--- src/rtl/fir4_pkg.sv ---
package fir4_pkg;

   typedef enum logic {
      COEF_SERIAL   = 1'b0,
      COEF_PARALLEL = 1'b1
   } coef_mode_e;

   function automatic int sum_width(input int prod_w, input int n_taps);
      return prod_w + $clog2(n_taps);
   endfunction

endpackage

--- src/rtl/fir4_delay_line.sv ---
module fir4_delay_line #(
   parameter int DATA_W   = 18,
   parameter int NUM_TAPS = 4
) (
   input  logic                             clk,
   input  logic                             rst,
   input  logic                             shift_i,
   input  logic [DATA_W-1:0]                head_i,
   output logic [NUM_TAPS-1:0][DATA_W-1:0]  taps_q_o,
   output logic [NUM_TAPS-1:0][DATA_W-1:0]  taps_nxt_o
);

   logic [NUM_TAPS-1:0][DATA_W-1:0] taps_q;
   logic [NUM_TAPS-1:0][DATA_W-1:0] taps_nxt;

   for (genvar k = 0; k < NUM_TAPS; k++) begin : g_tap
      if (k == 0) begin : g_head
         assign taps_nxt[k] = shift_i ? head_i : taps_q[k];
      end else begin : g_body
         assign taps_nxt[k] = shift_i ? taps_q[k-1] : taps_q[k];
      end
   end

   always_ff @(posedge clk) begin
      if (rst) taps_q <= '0;
      else     taps_q <= taps_nxt;
   end

   assign taps_q_o   = taps_q;
   assign taps_nxt_o = taps_nxt;

endmodule

--- src/rtl/fir4_coef_bank.sv ---
module fir4_coef_bank
   import fir4_pkg::*;
#(
   parameter int COEF_W   = 18,
   parameter int NUM_TAPS = 4
) (
   input  logic                             clk,
   input  logic                             rst,
   input  logic                             load_i,
   input  logic                             mode_i,
   input  logic [COEF_W-1:0]                ser_i,
   input  logic [NUM_TAPS*COEF_W-1:0]       par_i,
   output logic [NUM_TAPS-1:0][COEF_W-1:0]  coef_o,
   output logic                             ser_shift_o
);

   coef_mode_e                      mode;
   logic [NUM_TAPS-1:0][COEF_W-1:0] coef_q;
   logic [NUM_TAPS-1:0][COEF_W-1:0] coef_nxt;
   logic                            ser_shift;
   logic                            par_write;

   assign mode      = coef_mode_e'(mode_i);
   assign ser_shift = load_i && (mode == COEF_SERIAL);
   assign par_write = load_i && (mode == COEF_PARALLEL);

   for (genvar k = 0; k < NUM_TAPS; k++) begin : g_coef
      logic [COEF_W-1:0] shift_src;
      if (k == 0) begin : g_first
         assign shift_src = ser_i;
      end else begin : g_rest
         assign shift_src = coef_q[k-1];
      end
      always_comb begin
         if (par_write)      coef_nxt[k] = par_i[k*COEF_W +: COEF_W];
         else if (ser_shift) coef_nxt[k] = shift_src;
         else                coef_nxt[k] = coef_q[k];
      end
   end

   always_ff @(posedge clk) begin
      if (rst) coef_q <= '0;
      else     coef_q <= coef_nxt;
   end

   assign coef_o      = coef_q;
   assign ser_shift_o = ser_shift;

endmodule

--- src/rtl/fir4_mac.sv ---
module fir4_mac #(
   parameter int DATA_W   = 18,
   parameter int COEF_W   = 18,
   parameter int NUM_TAPS = 4,
   parameter int OUT_W    = 38
) (
   input  logic                             clk,
   input  logic                             rst,
   input  logic                             accept_i,
   input  logic                             keep_i,
   input  logic [NUM_TAPS-1:0][DATA_W-1:0]  taps_i,
   input  logic [NUM_TAPS-1:0][COEF_W-1:0]  coef_i,
   output logic                             valid_o,
   output logic [OUT_W-1:0]                 sum_o
);

   localparam int PROD_W = DATA_W + COEF_W;

   logic [NUM_TAPS-1:0][PROD_W-1:0] prod_q;
   logic [NUM_TAPS-1:0][PROD_W-1:0] prod_d;
   logic                            pv_q;
   logic                            ov_q;
   logic signed [OUT_W-1:0]         acc;
   logic [OUT_W-1:0]                sum_q;

   for (genvar k = 0; k < NUM_TAPS; k++) begin : g_mul
      logic signed [PROD_W-1:0] a_ext;
      logic signed [PROD_W-1:0] b_ext;
      assign a_ext     = PROD_W'($signed(taps_i[k]));
      assign b_ext     = PROD_W'($signed(coef_i[k]));
      assign prod_d[k] = a_ext * b_ext;
   end

   always_ff @(posedge clk) begin
      if (rst) begin
         prod_q <= '0;
         pv_q   <= 1'b0;
      end else begin
         pv_q <= accept_i && keep_i;
         if (accept_i) prod_q <= prod_d;
      end
   end

   always_comb begin
      acc = '0;
      for (int k = 0; k < NUM_TAPS; k++) begin
         acc = acc + OUT_W'($signed(prod_q[k]));
      end
   end

   always_ff @(posedge clk) begin
      if (rst) begin
         sum_q <= '0;
         ov_q  <= 1'b0;
      end else begin
         ov_q <= pv_q;
         if (pv_q) sum_q <= acc;
      end
   end

   assign valid_o = ov_q;
   assign sum_o   = sum_q;

endmodule

--- src/rtl/fir4_stage.sv ---
module fir4_stage #(
   parameter int DATA_W   = 18,
   parameter int COEF_W   = 18,
   parameter int NUM_TAPS = 4,
   parameter int OUT_W    = fir4_pkg::sum_width(DATA_W + COEF_W, NUM_TAPS)
) (
   input  logic                       clk,
   input  logic                       rst,
   input  logic                       smp_valid_i,
   input  logic [DATA_W-1:0]          smp_data_i,
   input  logic                       chain_sel_i,
   input  logic [DATA_W-1:0]          casc_data_i,
   output logic [DATA_W-1:0]          casc_data_o,
   input  logic                       coef_load_i,
   input  logic                       coef_mode_i,
   input  logic [COEF_W-1:0]          coef_ser_i,
   input  logic [NUM_TAPS*COEF_W-1:0] coef_par_i,
   output logic                       out_valid_o,
   output logic [OUT_W-1:0]           out_data_o
);

   localparam int MIN_OUT_W = fir4_pkg::sum_width(DATA_W + COEF_W, NUM_TAPS);

   if (DATA_W < 2 || COEF_W < 2) begin : g_bad_width
      $error("fir4_stage: DATA_W and COEF_W must be at least 2");
   end
   if (NUM_TAPS < 1 || NUM_TAPS > 4) begin : g_bad_taps
      $error("fir4_stage: NUM_TAPS must lie in 1..4");
   end
   if (OUT_W < MIN_OUT_W) begin : g_bad_out
      $error("fir4_stage: OUT_W too narrow for full precision");
   end

   logic [DATA_W-1:0]                head;
   logic [NUM_TAPS-1:0][DATA_W-1:0]  taps_q;
   logic [NUM_TAPS-1:0][DATA_W-1:0]  taps_nxt;
   logic [NUM_TAPS-1:0][COEF_W-1:0]  coef;
   logic                             ser_shift;

   assign head = chain_sel_i ? casc_data_i : smp_data_i;

   fir4_delay_line #(
      .DATA_W   (DATA_W),
      .NUM_TAPS (NUM_TAPS)
   ) u_line (
      .clk        (clk),
      .rst        (rst),
      .shift_i    (smp_valid_i),
      .head_i     (head),
      .taps_q_o   (taps_q),
      .taps_nxt_o (taps_nxt)
   );

   fir4_coef_bank #(
      .COEF_W   (COEF_W),
      .NUM_TAPS (NUM_TAPS)
   ) u_coef (
      .clk         (clk),
      .rst         (rst),
      .load_i      (coef_load_i),
      .mode_i      (coef_mode_i),
      .ser_i       (coef_ser_i),
      .par_i       (coef_par_i),
      .coef_o      (coef),
      .ser_shift_o (ser_shift)
   );

   fir4_mac #(
      .DATA_W   (DATA_W),
      .COEF_W   (COEF_W),
      .NUM_TAPS (NUM_TAPS),
      .OUT_W    (OUT_W)
   ) u_mac (
      .clk      (clk),
      .rst      (rst),
      .accept_i (smp_valid_i),
      .keep_i   (!ser_shift),
      .taps_i   (taps_nxt),
      .coef_i   (coef),
      .valid_o  (out_valid_o),
      .sum_o    (out_data_o)
   );

   assign casc_data_o = taps_q[NUM_TAPS-1];

endmodule

--- config.mk ---
export PLATFORM = sky130hd
export DESIGN_NAME = fir4_stage
export DESIGN_NICKNAME = d
export VERILOG_FILES = /design/src/rtl/fir4_pkg.sv /design/src/rtl/fir4_delay_line.sv /design/src/rtl/fir4_coef_bank.sv /design/src/rtl/fir4_mac.sv /design/src/rtl/fir4_stage.sv
export SDC_FILE = /design/constraint.sdc
export NUM_CORES = 2
export LEC_CHECK = 0
export BUFFER_PORTS_ARGS = -buffer_cell sky130_fd_sc_hd__buf_2
export CORE_ASPECT_RATIO = 1.4
export CORE_MARGIN = 2
export CORE_UTILIZATION = 25
export CTS_BUF_LIST = sky130_fd_sc_hd__clkbuf_2 sky130_fd_sc_hd__clkbuf_4 sky130_fd_sc_hd__clkbuf_8
export DETAILED_ROUTE_END_ITERATION = 8
export GPL_TIMING_DRIVEN = 0
export SLEW_MARGIN = 20
export SYNTH_ARGS = -nofsm -noshare
export SYNTH_HDL_FRONTEND = slang
export SYNTH_SLANG_ARGS = --single-unit
--- constraint.sdc ---
create_clock -name clk -period 10.7 [get_ports clk]
set_input_delay 1.605 -clock clk [delete_from_list [all_inputs] [get_ports clk]]
set_output_delay 1.605 -clock clk [all_outputs]
set_load 0.005 [all_outputs]
==> impl_metrics.yaml <==
run_status:
  status: "complete, no violations"
placement:
  hpwl_mm: 200
  dp_cells: 10390
  io_buffers: 183
  place_worst_setup_slack_ps: -887
  place.gp.congestion: 0.982
  dpl-instance-area_sq_um: 68700
global_routing:
  antenna_found_initial: 6
  grt_overflow: 0
  grt_max_degree: 17
  grt.total_usage_pct: 17.7
  grt_pass1_wl_mm: 337
  grt_pass1_vias: 52112
worst_setup_path:
  rrSetupSlack_ps: 2250
  crit_family: "adder cells"
  path_class: "input pin to flip-flop"
  cpMaxStageDelayCell: "a21oi_2"
  required_ps: 11350
  worst_path_largest_cell_delay_ps: 750
  cp_data_arrival_time_ps: 10900
  path_max_fanout: 10
  critPathCaptureType: "flip-flop"
  startpoint_type: "input pin"
  cpMostUsedCell: "fa_1"
  cp_num_buf_inv: 8
synth:
  ys_seq_area_share_pct: 10.3
  synthMuxAreaShare_pct: 4.10
  synth_compound_area_share_pct: 6.20
  avgSynthCellArea_sq_um: 9.23
  synthArstFlopShare_pct: 0
  ys_seq_elements: 328
  synthSimpleGateAreaFrac_pct: 14.2
  synth_nets: 8821
  synth_cell_types: 74
  synthAdderAreaFrac_pct: 51.8
  netlist_area_sq_um: 63600
  syn_inst: 6891
  synth_top_family_by_area: "adder cells"
  synth_xor_area_share_pct: 2.34
  yosysWarnings: 0
  synth_edf_count: 0
  ys.flop_type: "dfxtp_1"
power:
  power_density_nw_per_um2: 152
  power_mw: 10.6
  peakVddDrop_uv: 215
  power_leakage_nw: 34.3
timing:
  max_freq_ghz: 0.0976
  finalMaxSlewViolations: 0
  rsz0062_at_grt: "false"
  hold_violations: 0
  timing.hold.ws_ps: 485
  slew_headroom_pct: 16.7
  tightest_slew_ps: 1250
  timing.final.crit_period_ps: 10240
  fin_ws_ps: 456
  setup_violations: 0
  skew_ps: 97.2
  tns_ps: 0
  post-route-period-util_pct: 95.7
floorplanning:
  num_rows: 219
  core_area_sq_um: 254000
  die_w_microns: 430
  die_h_microns: 601
  start_util_pct: 25.1
  dieArea_sq_um: 259000
  io_pins: 189
clocking:
  cts.sinks: 328
  insertion_delay_ps: 770
  post_cts_buffers: 0
  cts_tree: "built"
  clockRootBuffer: "clkbuf_8"
  numCtsBuffers: 57
  cts_max_path_buffers: 3
  h-tree-depth: 2
  clk_pin_slew_worst_paths_ps: 60
finish:
  area_growth_pct: 10.1
  drive_gt1_share_pct: 5.63
  nets: 9064
  final_util_pct: 27.6
  fin_cells: 10495
  fillers: 26950
  final_area_sq_um: 70100
routing:
  vias: 47911
  drtPass1Iterations: 7
  drc: 0
  vias_per_cell: 4.57
  wl_mm: 228
  drt_first_iter_violations: 2846
  ant_nets: 0
  wl_per_cell_microns: 21.8
run:
  drv_cap: 0
hold_path:
  hp-class: "flip-flop to flip-flop"
-- worst paths after layout --
check / startpoint / endpoint / depth (start not counted)
worst min-delay path: u_mac.sum_o[3] / u_mac.sum_o[3] / 2
worst min register to register: u_mac.sum_o[3] / u_mac.sum_o[3] / 2
worst max-delay path: smp_valid_i / u_mac.prod_q[35] / 27
worst max register to register: u_line.taps_q_o[28] / u_mac.prod_q[105] / 23
-- worst min-delay path: stages (launching register included) --
cell	delay [ps]
dfxtp_1	320
mux2i_1	60
nor2_1	70
-- cell usage in the layout, fill, tap and decap left out, drive strengths merged, types with 18 or more instances in the layout --
| master | n |
|---|---|
| inv | 1519 |
| fa | 1389 |
| nand2 | 764 |
| and2 | 479 |
| ha | 409 |
| nor2 | 368 |
| clkbuf | 357 |
| dfxtp | 328 |
| buf | 249 |
| mux2i | 202 |
| a21oi | 152 |
| xnor2 | 136 |
| nor2b | 130 |
| a211oi | 112 |
| a21o | 78 |
| o21ai | 74 |
| mux2 | 52 |
| nand3 | 34 |
| xor2 | 34 |
| nand2b | 32 |
| o21a | 30 |
| a22o | 24 |
| nor3 | 22 |
| a31oi | 18 |
| o31ai | 18 |
-- per-layer routing --
| layer | GRT usage (%) | part of all wire [%] | wire length (microns) | vias up |
|---|---|---|---|---|
| li1 | - | - | - | 21150 |
| met1 | 19.2 | 36 | 81700 | 24509 |
| met2 | 30.8 | 49 | 113000 | 1671 |
| met3 | 2.68 | 5.6 | 12900 | 579 |
| met4 | 13.8 | 9.3 | 21300 | 2 |
| met5 | 0 | 0.0061 | 14 | - |
-- logic make-up after synthesis --
logic type               count (synthesis)
adder cells (fa/ha/maj)               1798
AND/OR/NAND/NOR                       1903
flip-flops                             328
AO/OA/AOI/OAI                          586
buffers and inverters                 1852
multiplexers                           254
XOR/XNOR                               170
-- cells in the mapped netlist, types with 7 or more instances --
cell type | number | share of area [%]
xor2_1 | 34 | 0.47
a211oi_1 | 109 | 1.3
o21a_1 | 30 | 0.35
nand4_1 | 10 | 0.098
fa_1 | 1389 | 44
buf_4 | 18 | 0.21
ha_1 | 409 | 8.0
nand2_1 | 764 | 4.5
nand3_1 | 34 | 0.27
mux2i_1 | 202 | 3.2
nand2b_1 | 32 | 0.31
a21oi_1 | 152 | 1.2
xnor2_1 | 136 | 1.9
and4_1 | 7 | 0.096
dfxtp_1 | 328 | 10
nor3_1 | 21 | 0.17
o21ai_0 | 70 | 0.55
buf_1 | 51 | 0.30
mux2_2 | 52 | 0.92
and2_1 | 479 | 4.7
o31ai_1 | 17 | 0.20
and3_1 | 14 | 0.14
nor2b_1 | 130 | 1.3
a22o_1 | 24 | 0.33
o21bai_1 | 11 | 0.13
nor2_1 | 368 | 2.2
inv_1 | 1517 | 9.0
or3_1 | 15 | 0.15
clkbuf_1 | 265 | 1.6
a21o_1 | 78 | 0.92
o211ai_1 | 14 | 0.17
a31oi_1 | 18 | 0.18
-- repair_timing --
action,4_1_cts,5_1_grt
setup endpoints to repair,1,13
hold buffers,0,0
gates resized for setup,1,18
-- state kept, by name, summed over array words and instances (netlist names) --
signal                   cells
u_line.taps_q_o             72
u_mac.prod_q               144
u_mac.valid_o                1
u_mac.sum_o                 38
u_mac.pv_q                   1
u_coef.g_coef.shift_src     54
u_coef.coef_o               18
-- where the power goes --
| group | switching (mW) | total (mW) | leakage (nW) | internal (mW) |
|---|---|---|---|---|
| sequential | 0.224 | 1.61 | 2.69 | 1.39 |
| combinational | 4.70 | 7.69 | 30.9 | 2.99 |
| clock | 0.599 | 1.32 | 0.670 | 0.724 |
-- final cells by class --
type / instances / area (sq um) / share of cell area [%]
Timing Repair Buffer: 184 / 923 / 1.32
Clock buffer: 87 / 1090 / 1.56
Antenna cell: 4 / 10.0 / 0.0143
Tap cell: 3315 / 4150 / 5.92
Buffer: 335 / 1340 / 1.91
Sequential cell: 328 / 6570 / 9.37
Multi-Input combinational cell: 4711 / 50100 / 71.5
Inverter: 1517 / 5690 / 8.13
Clock inverter: 14 / 174 / 0.248
(Power assumes the default switching activity.)
